$ cat src/rtl/wts_pkg.sv
package wts_pkg;

    localparam int unsigned BEAT_CNT = 4;
    localparam int unsigned CMD_W    = 11;
    localparam int unsigned MIDX_W   = 4;
    localparam int unsigned PFX_W    = 3;
    localparam int unsigned RSEL_W   = 3;

    localparam logic [1:0] OPC_SEARCH = 2'b10;

    typedef enum logic [2:0] {
        BT_IDLE = 3'd0,
        BT_A    = 3'd1,
        BT_B    = 3'd2,
        BT_C    = 3'd3,
        BT_D    = 3'd4
    } beat_e;

    typedef struct packed {
        logic [MIDX_W-1:0] mask_hi;
        logic [MIDX_W-1:0] mask_lo;
        logic [PFX_W-1:0]  pfx;
        logic [RSEL_W-1:0] rsel;
    } side_s;

endpackage

$ cat src/rtl/wts_beat_ctrl.sv
module wts_beat_ctrl
    import wts_pkg::*;
(
    input  logic  clk,
    input  logic  rst_n,
    input  logic  start_i,
    output logic  accept_o,
    output logic  ready_o,
    output beat_e beat_o
);

    typedef struct packed {
        beat_e beat;
    } ctrl_s;

    ctrl_s st_d, st_q;

    always_comb begin
        st_d     = st_q;
        ready_o  = (st_q.beat == BT_IDLE);
        accept_o = ready_o && start_i;
        case (st_q.beat)
            BT_IDLE: if (accept_o) st_d.beat = BT_A;
            BT_A:    st_d.beat = BT_B;
            BT_B:    st_d.beat = BT_C;
            BT_C:    st_d.beat = BT_D;
            BT_D:    st_d.beat = BT_IDLE;
            default: st_d.beat = BT_IDLE;
        endcase
    end

    always_ff @(posedge clk) begin
        if (!rst_n) st_q <= '{beat: BT_IDLE};
        else        st_q <= st_d;
    end

    assign beat_o = st_q.beat;

endmodule

$ cat src/rtl/wts_req_hold.sv
module wts_req_hold
    import wts_pkg::*;
#(
    parameter int unsigned KEY_W = 288
) (
    input  logic             clk,
    input  logic             rst_n,
    input  logic             accept_i,
    input  logic [KEY_W-1:0] key_i,
    input  side_s            side_i,
    output logic [KEY_W-1:0] key_o,
    output side_s            side_o
);

    typedef struct packed {
        logic [KEY_W-1:0] key;
        side_s            side;
    } hold_s;

    hold_s hd_d, hd_q;

    always_comb begin
        hd_d = hd_q;
        if (accept_i) begin
            hd_d.key  = key_i;
            hd_d.side = side_i;
        end
    end

    always_ff @(posedge clk) begin
        if (!rst_n) hd_q <= '0;
        else        hd_q <= hd_d;
    end

    assign key_o  = hd_q.key;
    assign side_o = hd_q.side;

endmodule

$ cat src/rtl/wts_beat_fmt.sv
module wts_beat_fmt
    import wts_pkg::*;
#(
    parameter int unsigned DQ_W = 72
) (
    input  beat_e                       beat_i,
    input  logic [DQ_W*BEAT_CNT-1:0]    key_i,
    input  side_s                       side_i,
    output logic                        valid_o,
    output logic [CMD_W-1:0]            cmd_o,
    output logic [DQ_W-1:0]             dq_o
);

    localparam int unsigned KEY_W = DQ_W * BEAT_CNT;

    // slice[0] is the most significant part of the key and goes out first
    logic [DQ_W-1:0] slice [BEAT_CNT];

    for (genvar g = 0; g < BEAT_CNT; g++) begin : g_slice
        assign slice[g] = key_i[KEY_W-1-g*DQ_W -: DQ_W];
    end

    always_comb begin
        valid_o = 1'b0;
        cmd_o   = '0;
        dq_o    = '0;
        case (beat_i)
            BT_A: begin
                valid_o    = 1'b1;
                cmd_o[1:0] = OPC_SEARCH;
                cmd_o[2]   = 1'b1;
                cmd_o[10]  = side_i.mask_hi[3];
                cmd_o[5:3] = side_i.mask_hi[2:0];
                dq_o       = slice[0];
            end
            BT_B: begin
                valid_o    = 1'b1;
                cmd_o[1:0] = OPC_SEARCH;
                dq_o       = slice[1];
            end
            BT_C: begin
                valid_o    = 1'b1;
                cmd_o[1:0] = OPC_SEARCH;
                cmd_o[10]  = side_i.mask_lo[3];
                cmd_o[5:3] = side_i.mask_lo[2:0];
                cmd_o[8:6] = side_i.pfx;
                dq_o       = slice[2];
            end
            BT_D: begin
                valid_o    = 1'b1;
                cmd_o[1:0] = OPC_SEARCH;
                cmd_o[8:6] = side_i.rsel;
                dq_o       = slice[3];
            end
            default: begin
                valid_o = 1'b0;
            end
        endcase
    end

endmodule

$ cat src/rtl/wts_cmd_seq.sv
module wts_cmd_seq
    import wts_pkg::*;
#(
    parameter int unsigned DQ_W = 72,
    localparam int unsigned KEY_W = DQ_W * BEAT_CNT
) (
    input  logic              clk,
    input  logic              rst_n,
    input  logic              start_i,
    input  logic [KEY_W-1:0]  key_i,
    input  logic [MIDX_W-1:0] mask_hi_idx_i,
    input  logic [MIDX_W-1:0] mask_lo_idx_i,
    input  logic [PFX_W-1:0]  addr_pfx_i,
    input  logic [RSEL_W-1:0] res_reg_i,
    output logic              ready_o,
    output logic              cmd_valid_o,
    output logic [CMD_W-1:0]  cmd_o,
    output logic [DQ_W-1:0]   dq_o
);

    logic             accept;
    beat_e            beat;
    side_s            side_in, side_held;
    logic [KEY_W-1:0] key_held;

    assign side_in = '{mask_hi: mask_hi_idx_i, mask_lo: mask_lo_idx_i,
                       pfx: addr_pfx_i, rsel: res_reg_i};

    wts_beat_ctrl u_ctrl (
        .clk      (clk),
        .rst_n    (rst_n),
        .start_i  (start_i),
        .accept_o (accept),
        .ready_o  (ready_o),
        .beat_o   (beat)
    );

    wts_req_hold #(.KEY_W(KEY_W)) u_hold (
        .clk      (clk),
        .rst_n    (rst_n),
        .accept_i (accept),
        .key_i    (key_i),
        .side_i   (side_in),
        .key_o    (key_held),
        .side_o   (side_held)
    );

    wts_beat_fmt #(.DQ_W(DQ_W)) u_fmt (
        .beat_i  (beat),
        .key_i   (key_held),
        .side_i  (side_held),
        .valid_o (cmd_valid_o),
        .cmd_o   (cmd_o),
        .dq_o    (dq_o)
    );

endmodule

$ cat config.mk
export PLATFORM = sky130hd
export DESIGN_NAME = wts_cmd_seq
export DESIGN_NICKNAME = d
export VERILOG_FILES = /design/src/rtl/wts_pkg.sv /design/src/rtl/wts_beat_ctrl.sv /design/src/rtl/wts_req_hold.sv /design/src/rtl/wts_beat_fmt.sv /design/src/rtl/wts_cmd_seq.sv
export SDC_FILE = /design/constraint.sdc
export NUM_CORES = 1
export LEC_CHECK = 0
export ABC_AREA = 1
export BUFFER_PORTS_ARGS = -buffer_cell sky130_fd_sc_hd__buf_2
export CAP_MARGIN = 25
export CORE_MARGIN = 10
export CORE_UTILIZATION = 45
export DETAILED_ROUTE_END_ITERATION = 8
export PLACE_DENSITY = 0.75
export SKIP_LAST_GASP = 1
export SLEW_MARGIN = 20
export SYNTH_ARGS = -nofsm -noshare
export SYNTH_HDL_FRONTEND = slang
export SYNTH_SLANG_ARGS = --single-unit
export TNS_END_PERCENT = 5
$ cat constraint.sdc
create_clock -name clk -period 1.6 [get_ports clk]
set_clock_uncertainty 0.2 [all_clocks]
set_input_delay 0.08 -clock clk [delete_from_list [all_inputs] [get_ports clk]]
set_output_delay 0.08 -clock clk [all_outputs]
set_load 0.1 [all_outputs]
==> metrics list, run 1 <==
- A synthesized cell averages approximately 5.7 sq um.
- Once layout is complete, the cells apart from fillers number around 4600.
- Syn Std Cell Area: 0.0192 sq mm
* Worst min-delay path class: primary input to register
* LEAKAGE: about 17 nW
- At the placement stage, the worst setup path has a slack of -0.114 ns.
* Final setup violating endpoints: 385
- Aggregate negative setup slack: -131.16 ns
* Cells after synthesis: ~3400
- Of all nets on the critical path, the largest fanout is 18.
* Final cycle utilization of the critical path: 1.38
- Pwr Density: 871 mW/mm^2
* Peak clock frequency supported by timing: approximately 450 MHz
* Run status: finished with violations
- Final hold slack: 0.204 ns
- The routed design has 78600 um of wire.
* Fraction of layout cells with a size suffix above 1: 0.180
- Beginning of the worst hold path: key_i[272]
* First-pass GRT wire length: 123000 um
- Beginning of the worst register-to-register path: u_ctrl.beat_o[0]
- Clk root buf: sky130_fd_sc_hd__clkbuf_16
- GRT Total Usage: 0.294
* Number of violations of the max-capacitance limit: 0
* Setup slack of the worst register-to-register path: -0.40 ns
- Cell count after placement: 4174
- After synthesis the netlist holds a flip-flop and latch count of 305.
* Endpoint kind of the worst setup timing path: output port
- Total half-perimeter wirelength after legalization and detailed placement: approximately 45000 um
* Via density: around 5.2
* Maximum number of pins on one net before global-route repair: 68
- Via count of the first global-routing pass: 23300
- The die is 226 um tall.
* Register area share after synthesis: 0.319
- Number of iterations in the first detailed-routing pass: 8
- The worst path in the final design needs a cycle of about 2.2 ns, including I/O delays and setup.
- Clock transition at the registers of the reported paths: 0.06 ns
- At the worst endpoint, the arrival time is 1.92 ns.
* Number of nets in the finished design: 4314
* Launch point of the worst path: u_ctrl.beat_o[2]
- Utilization of the core after routing: 0.701
- The max-slew violation total from the final report was 0.
- STA puts the critical path data required time at 1.32 ns.
* Final weighted congestion in routability-driven placement: about 0.9
* DRC violation total after the first TritonRoute iteration: around 2800
- Final-report hold violation count: 0
- H-tree levels: 2
* Buffers from clock root to sink, at most: 3
- After detailed routing, the number of remaining DRC violations is 0.
* Clock sink count: 305
- Across the VDD grid, the largest voltage drop is 0.659 mV.
* Starting density of the core: 0.456
* Die area: 0.0513 sq mm
- Setup repair after global routing could not meet its margin everywhere.
* Kind of start point of the critical path: register
- The number of different library cells used by synthesis comes to 18.
* Setup CP Type: register to output port
- Number of buffers added by the clock tree synthesis step: 36
* Syn. warnings: 0
- Clock tree from TritonCTS: built
* Leftover overflow at the end of global routing: 0
* Layout overhead on the synthesized area: 53.6%
- 390 I/O pins were placed.
- Across all setup checks in the final design, the least slack found is -0.603 ns.
- Input and output buffers added on the ports amount to around 390.
- The checks that failed: negative setup slack.
- Remaining number of nets flagged by the antenna check after routing: 0
- The later pin in the worst-skew pair is clocked with a latency of 0.54 ns.
- Core region area: roughly 0.042 sq mm
- Number of vias after detailed routing: between 20000 and 25000
* Average detailed-routed wire length per instance: 17.1 um
* Number of rows in the core area: 75
- Measured along the x axis, the die boundary spans 226 um.
- Antenna violations before repair: 9
-- worst paths after layout --
kind	to	cells after the start
worst min register to register	u_hold.key_o[114]	4
worst min-delay path	u_hold.key_o[272]	6
worst max-delay path	dq_o[25]	8
worst max register to register	u_hold.key_o[270]	11
-- synthesized netlist by cell type --
library cell | n | area, sq um
sky130_fd_sc_hd__nand2_1 | 822 | 3090
sky130_fd_sc_hd__nand4_1 | 518 | 3240
sky130_fd_sc_hd__nor2_4 | 1 | 11.3
sky130_fd_sc_hd__dfxtp_1 | 305 | 6110
sky130_fd_sc_hd__buf_4 | 3 | 22.5
sky130_fd_sc_hd__nor2_1 | 305 | 1140
sky130_fd_sc_hd__buf_2 | 99 | 495
sky130_fd_sc_hd__inv_1 | 1054 | 3960
sky130_fd_sc_hd__buf_1 | 41 | 154
sky130_fd_sc_hd__o22ai_1 | 7 | 43.8
sky130_fd_sc_hd__nand3_2 | 1 | 10.0
sky130_fd_sc_hd__nor3_1 | 1 | 5.00
sky130_fd_sc_hd__buf_6 | 8 | 90.1
sky130_fd_sc_hd__nand3_1 | 76 | 380
sky130_fd_sc_hd__conb_1 | 1 | 3.75
sky130_fd_sc_hd__clkbuf_1 | 108 | 405
sky130_fd_sc_hd__o211ai_1 | 1 | 7.51
sky130_fd_sc_hd__inv_2 | 2 | 7.51
-- flip-flops by register name, summed over array words and instances (netlist names) --
name / count
u_hold.key_o: 288
u_hold.side_o: 14
u_ctrl.beat_o: 3
-- through the flow --
step | total power, W | area (sq um)
final | 0.0257 | 29500
after global routing | 0.0268 | 29400
after CTS | 0.0253 | 29200
after detailed placement | 0.0160 | 24400
after global placement | 0.0159 | 24400
after floorplan | 0.0136 | 20000
-- logic make-up (layout without fill, tap and decap cells) --
kind of cell           Yosys count  after routing  share of synthesized area
AOI/OAI and AO/OA                8              8                    0.00268
buffers and inverters         1315           1997                      0.268
DFF                            305            305                      0.319
other                            1             17                   0.000196
and+or+nand+nor               1724           1724                      0.411
-- power breakdown --
part           leakage (nW)  total [W]  internal (W)  switching [W]
logic                  13.5    0.00837       0.00337        0.00500
registers              2.53    0.00882       0.00839       0.000426
clock network         0.604    0.00847       0.00506        0.00341
total                  16.6     0.0257        0.0168        0.00883
-- critical path: stages (launching register included) --
cell	delay, ns
sky130_fd_sc_hd__dfxtp_4	0.36
sky130_fd_sc_hd__buf_12	0.15
sky130_fd_sc_hd__inv_16	0.12
sky130_fd_sc_hd__buf_16	0.17
sky130_fd_sc_hd__nand4_1	0.14
sky130_fd_sc_hd__nand2_1	0.11
sky130_fd_sc_hd__inv_1	0.08
sky130_fd_sc_hd__nand2_4	0.07
sky130_fd_sc_hd__buf_12	0.17
-- metal layers --
layer | share of wire | track usage | wire length [um]
met1 | 0.38 | 0.350 | 29600
met2 | 0.48 | 0.497 | 37900
met3 | 0.094 | 0.0567 | 7390
met4 | 0.047 | 0.146 | 3730
met5 | 0 | 0 | 0
-- layout make-up --
class	instances	area, sq um
clock buffer	58	1140
clock inverter	7	67.6
inverter	1056	3990
timing repair buffer	874	8730
fill	3006	12600
sequential	305	6120
multi-input combinational	1734	8650
tap	539	674
antenna	15	37.5
timing repair inverter	2	36.3
-- repair_timing --
item	4_1_cts	5_1_grt
setup endpoints to repair	363	385
buffers inserted	15	2
pin swaps	3	0
hold endpoints to repair	305	0
resized for setup	31	16
hold buffers	304	0
gates cloned	10	5
-- cell usage in the layout (no fill, tap or decap), types with 12 or more instances in the layout --
cell / synthesis / routed
sky130_fd_sc_hd__inv_1: 1054 / 1050
sky130_fd_sc_hd__nand2_1: 822 / 748
sky130_fd_sc_hd__nand4_1: 518 / 518
sky130_fd_sc_hd__nor2_1: 305 / 305
sky130_fd_sc_hd__dlygate4sd3_1: 0 / 304
sky130_fd_sc_hd__buf_2: 99 / 302
sky130_fd_sc_hd__dfxtp_1: 305 / 302
sky130_fd_sc_hd__buf_12: 0 / 132
sky130_fd_sc_hd__buf_4: 3 / 96
sky130_fd_sc_hd__nand3_1: 76 / 73
sky130_fd_sc_hd__nand2_4: 0 / 72
sky130_fd_sc_hd__clkbuf_16: 0 / 42
sky130_fd_sc_hd__diode_2: 0 / 15
sky130_fd_sc_hd__buf_6: 8 / 15
sky130_fd_sc_hd__clkbuf_8: 0 / 14
sky130_fd_sc_hd__buf_16: 0 / 12
Power figures use the tool's default switching activity.
==> run 2: changes to the inputs <==
--- a/config.mk
+++ b/config.mk
@@ -11,6 +11,7 @@
 export CORE_MARGIN = 10
 export CORE_UTILIZATION = 45
 export DETAILED_ROUTE_END_ITERATION = 8
+export MAX_ROUTING_LAYER = met4
 export PLACE_DENSITY = 0.75
 export SKIP_LAST_GASP = 1
 export SLEW_MARGIN = 20
==> run 2 against run 1 <==
The flow still finishes with violations (negative setup slack). Die area stayed put. Routed wire length is 0.17% higher. Via count is 0.43% higher. Combinational power hardly changed. Fmax is 1.1% lower. First-iteration DRC count is 2.9% higher. Sequential power hardly changed. Register-to-register slack hardly changed. Sequential share of layout area hardly changed. Total power hardly changed. Final area hardly changed. Critical endpoint is now dq_o[39]. Largest cell class unchanged. Largest power group unchanged.
==> metrics list, run 2 (synthesis results as in run 1) <==
- Number of nets in the finished design: 4314 (unchanged)
* Cells traversed along the worst timing path: nor2_4 -> buf_6 -> buf_12 -> nand3_1 -> nand2_1 -> inv_1 -> nand2_4 -> buf_12
* Starting density of the core: 0.456 (unchanged)
* Run status: finished with violations
* Buffers from clock root to sink, at most: 3 (unchanged)
- The final-layout worst hold slack is 0.202 ns (-0.00185 ns).
* Number of iterations in the first detailed-routing pass: 6 (-2)
- Via count of the first global-routing pass: 23200 (-0.12%)
- Average detailed-routed wire length per instance: 17.2 um (+0.23%)
- Largest fanout on the critical path: 25 (+7)
* Width of the die: 226 um (unchanged)
- Setup repair after global routing could not meet its margin everywhere.
- Worst min-delay path class: primary input to register
- Final-report hold violation count: 0 (unchanged)
- Cell repeated most along the worst path: sky130_fd_sc_hd__buf_12
- The utilization of the core after routing came to 0.700 (about the same).
* Maximum number of pins on one net before global-route repair: 68 (unchanged)
- Flip-flop count of the largest register after layout: 288 (unchanged)
* Violations in the final reports: negative setup slack
- The clock slew at the register clock pins of the worst setup and hold paths is 0.06 ns (about the same).
- The count of vias placed by the detailed router was 23900 (+0.43%).
- The number of buffers added by the clock tree synthesis step came to 36 (unchanged).
- The final-report setup violation count was 385 (unchanged).
- The total placed instance area came to 0.0244 sq mm (unchanged).
- Antenna violations before repair: 9 (unchanged)
* First-pass GRT wire length: 122000 um (-0.12%)
- The clock latency on the worst-skew pair came to 0.54 ns (about the same).
* Die area: 0.0513 sq mm (unchanged)
* Count of buffers from port buffering: 387 (unchanged)
* Die Span Y: 226 um (unchanged)
* Number of violations of the max-capacitance limit: 0 (unchanged)
- The required time reported for the critical path endpoint was 1.32 ns (about the same).
* Core region area: 0.0420 sq mm (unchanged)
* Slowest library cell on the worst path: sky130_fd_sc_hd__dfxtp_4
* Largest vdd supply drop: 0.663 mV (+0.65%)
- Signal arrival time at the worst endpoint: 1.95 ns (+0.03 ns)
* Clock tree from TritonCTS: built
* Final cycle utilization of the critical path: 1.39 (+0.0149)
* GRT Total Usage: 0.302 (+0.00838)
* Aggregate negative setup slack: -131.74 ns (-0.576 ns)
- The max-slew violation total from the final report is 0 (unchanged).
- Design area: 0.0294 sq mm (about the same)
* Number of rows in the core area: 75 (unchanged)
- Kind of start point of the critical path: register
- Largest stage delay on the critical path: 0.37 ns (about the same)
- Layout overhead on the synthesized area: 53.6% (about the same)
- Pwr Density: 872 mW/mm^2 (about the same)
* Final weighted congestion in routability-driven placement: 0.892 (+1.7%)
- Tmin final: 2.23 ns (+0.0239 ns)
- The top achievable clock speed is 449 MHz (-1.1%).
- Endpoint kind of the worst setup timing path: output port
* Total half-perimeter wirelength after legalization and detailed placement: 44500 um (unchanged)
- Fraction of layout cells with a size suffix above 1: 0.180 (unchanged)
- Clock sink count: 305 (unchanged)
- The via count normalized by instance count came to 5.21 (+0.49%).
* Leftover overflow at the end of global routing: 0 (unchanged)
- Routed Wire Length: 78700 um (+0.17%)
- Setup ws final: -0.627 ns (-0.0239 ns)
- The residual DRC count came to 0 (unchanged).
- The leakage dissipation is 16.6 nW (about the same).
* H-tree levels: 2 (unchanged)
- Clk root buf: sky130_fd_sc_hd__clkbuf_16
- The library cells used most frequently in the layout, excluding fill and tap cells, are sky130_fd_sc_hd__inv_1 (1050), sky130_fd_sc_hd__nand2_1 (748), sky130_fd_sc_hd__nand4_1 (518), sky130_fd_sc_hd__nor2_1 (305), sky130_fd_sc_hd__dlygate4sd3_1 (304).
- The I/O pin count was 390 (unchanged).
- Leading cell type in the layout, fill and taps excluded: sky130_fd_sc_hd__inv_1
- Total power after layout: 0.0257 W (about the same)
* DRC violation total after the first TritonRoute iteration: 2831 (+2.9%)
* Remaining number of nets flagged by the antenna check after routing: 0 (unchanged)
- By startpoint and endpoint, the worst setup path is classified as register to output port.
-- run 2: cell types whose count changed in the layout (fill, tap and decap cells not counted) --
| cell | delta |
|---|---|
| sky130_fd_sc_hd__diode_2 | -3 |
-- run 2: layout make-up --
type	instances	area [sq um]
antenna	12	30.0
clock buffer	58	1140
clock inverter	7	67.6
fill	3005	12600
inverter	1056	3990
multi-input combinational	1734	8650
sequential	305	6120
tap	539	674
timing repair buffer	874	8730
timing repair inverter	2	36.3
-- run 2: worst paths after layout --
check / startpoint / endpoint / slack (ns) / depth (start not counted)
setup / recovery: u_ctrl.beat_o[0] / dq_o[39] / -0.63 / 8
setup reg to reg: u_ctrl.beat_o[0] / u_hold.key_o[270] / -0.40 / 11
hold / removal: key_i[275] / u_hold.key_o[275] / 0.20 / 6
hold reg to reg: u_hold.key_o[76] / u_hold.key_o[76] / 0.31 / 4
-- run 2: metal layers --
layer,track usage,wire length [um],vias to the layer above
met2,0.498,37900,1543
met4,0.145,3750,0
li1,-,-,11300
met3,0.0518,7420,332
met5,-,0,-
met1,0.353,29700,10700
-- run 2: what timing repair did --
item | CTS | global route
endpoints found under the setup margin | 363 | 385
pin swaps | 3 | 0
resized for setup | 31 | 16
setup buffers | 15 | 2
gates cloned | 10 | 5
hold buffers | 304 | 0
hold endpoints to repair | 305 | 0
-- run 2: worst max-delay path: cells and delay by family (launching register included) --
family	cells	cell delay (ns)
simple gates	4	0.43
buf+inv	4	0.58
flops	1	0.37
-- run 2: metrics by stage --
stage               setup WS, ns  instances
floorplan                 -0.143       3354
finish                    -0.627       4587
CTS                       -0.607       4568
global route              -0.671       4584
detailed placement        -0.114       4174
global placement          -0.112       4174
-- run 2: report_power, final --
| group | switching, W | internal, W | total, W |
|---|---|---|---|
| registers | 0.000426 | 0.00839 | 0.00882 |
| logic | 0.00501 | 0.00337 | 0.00838 |
| clock network | 0.00340 | 0.00506 | 0.00846 |
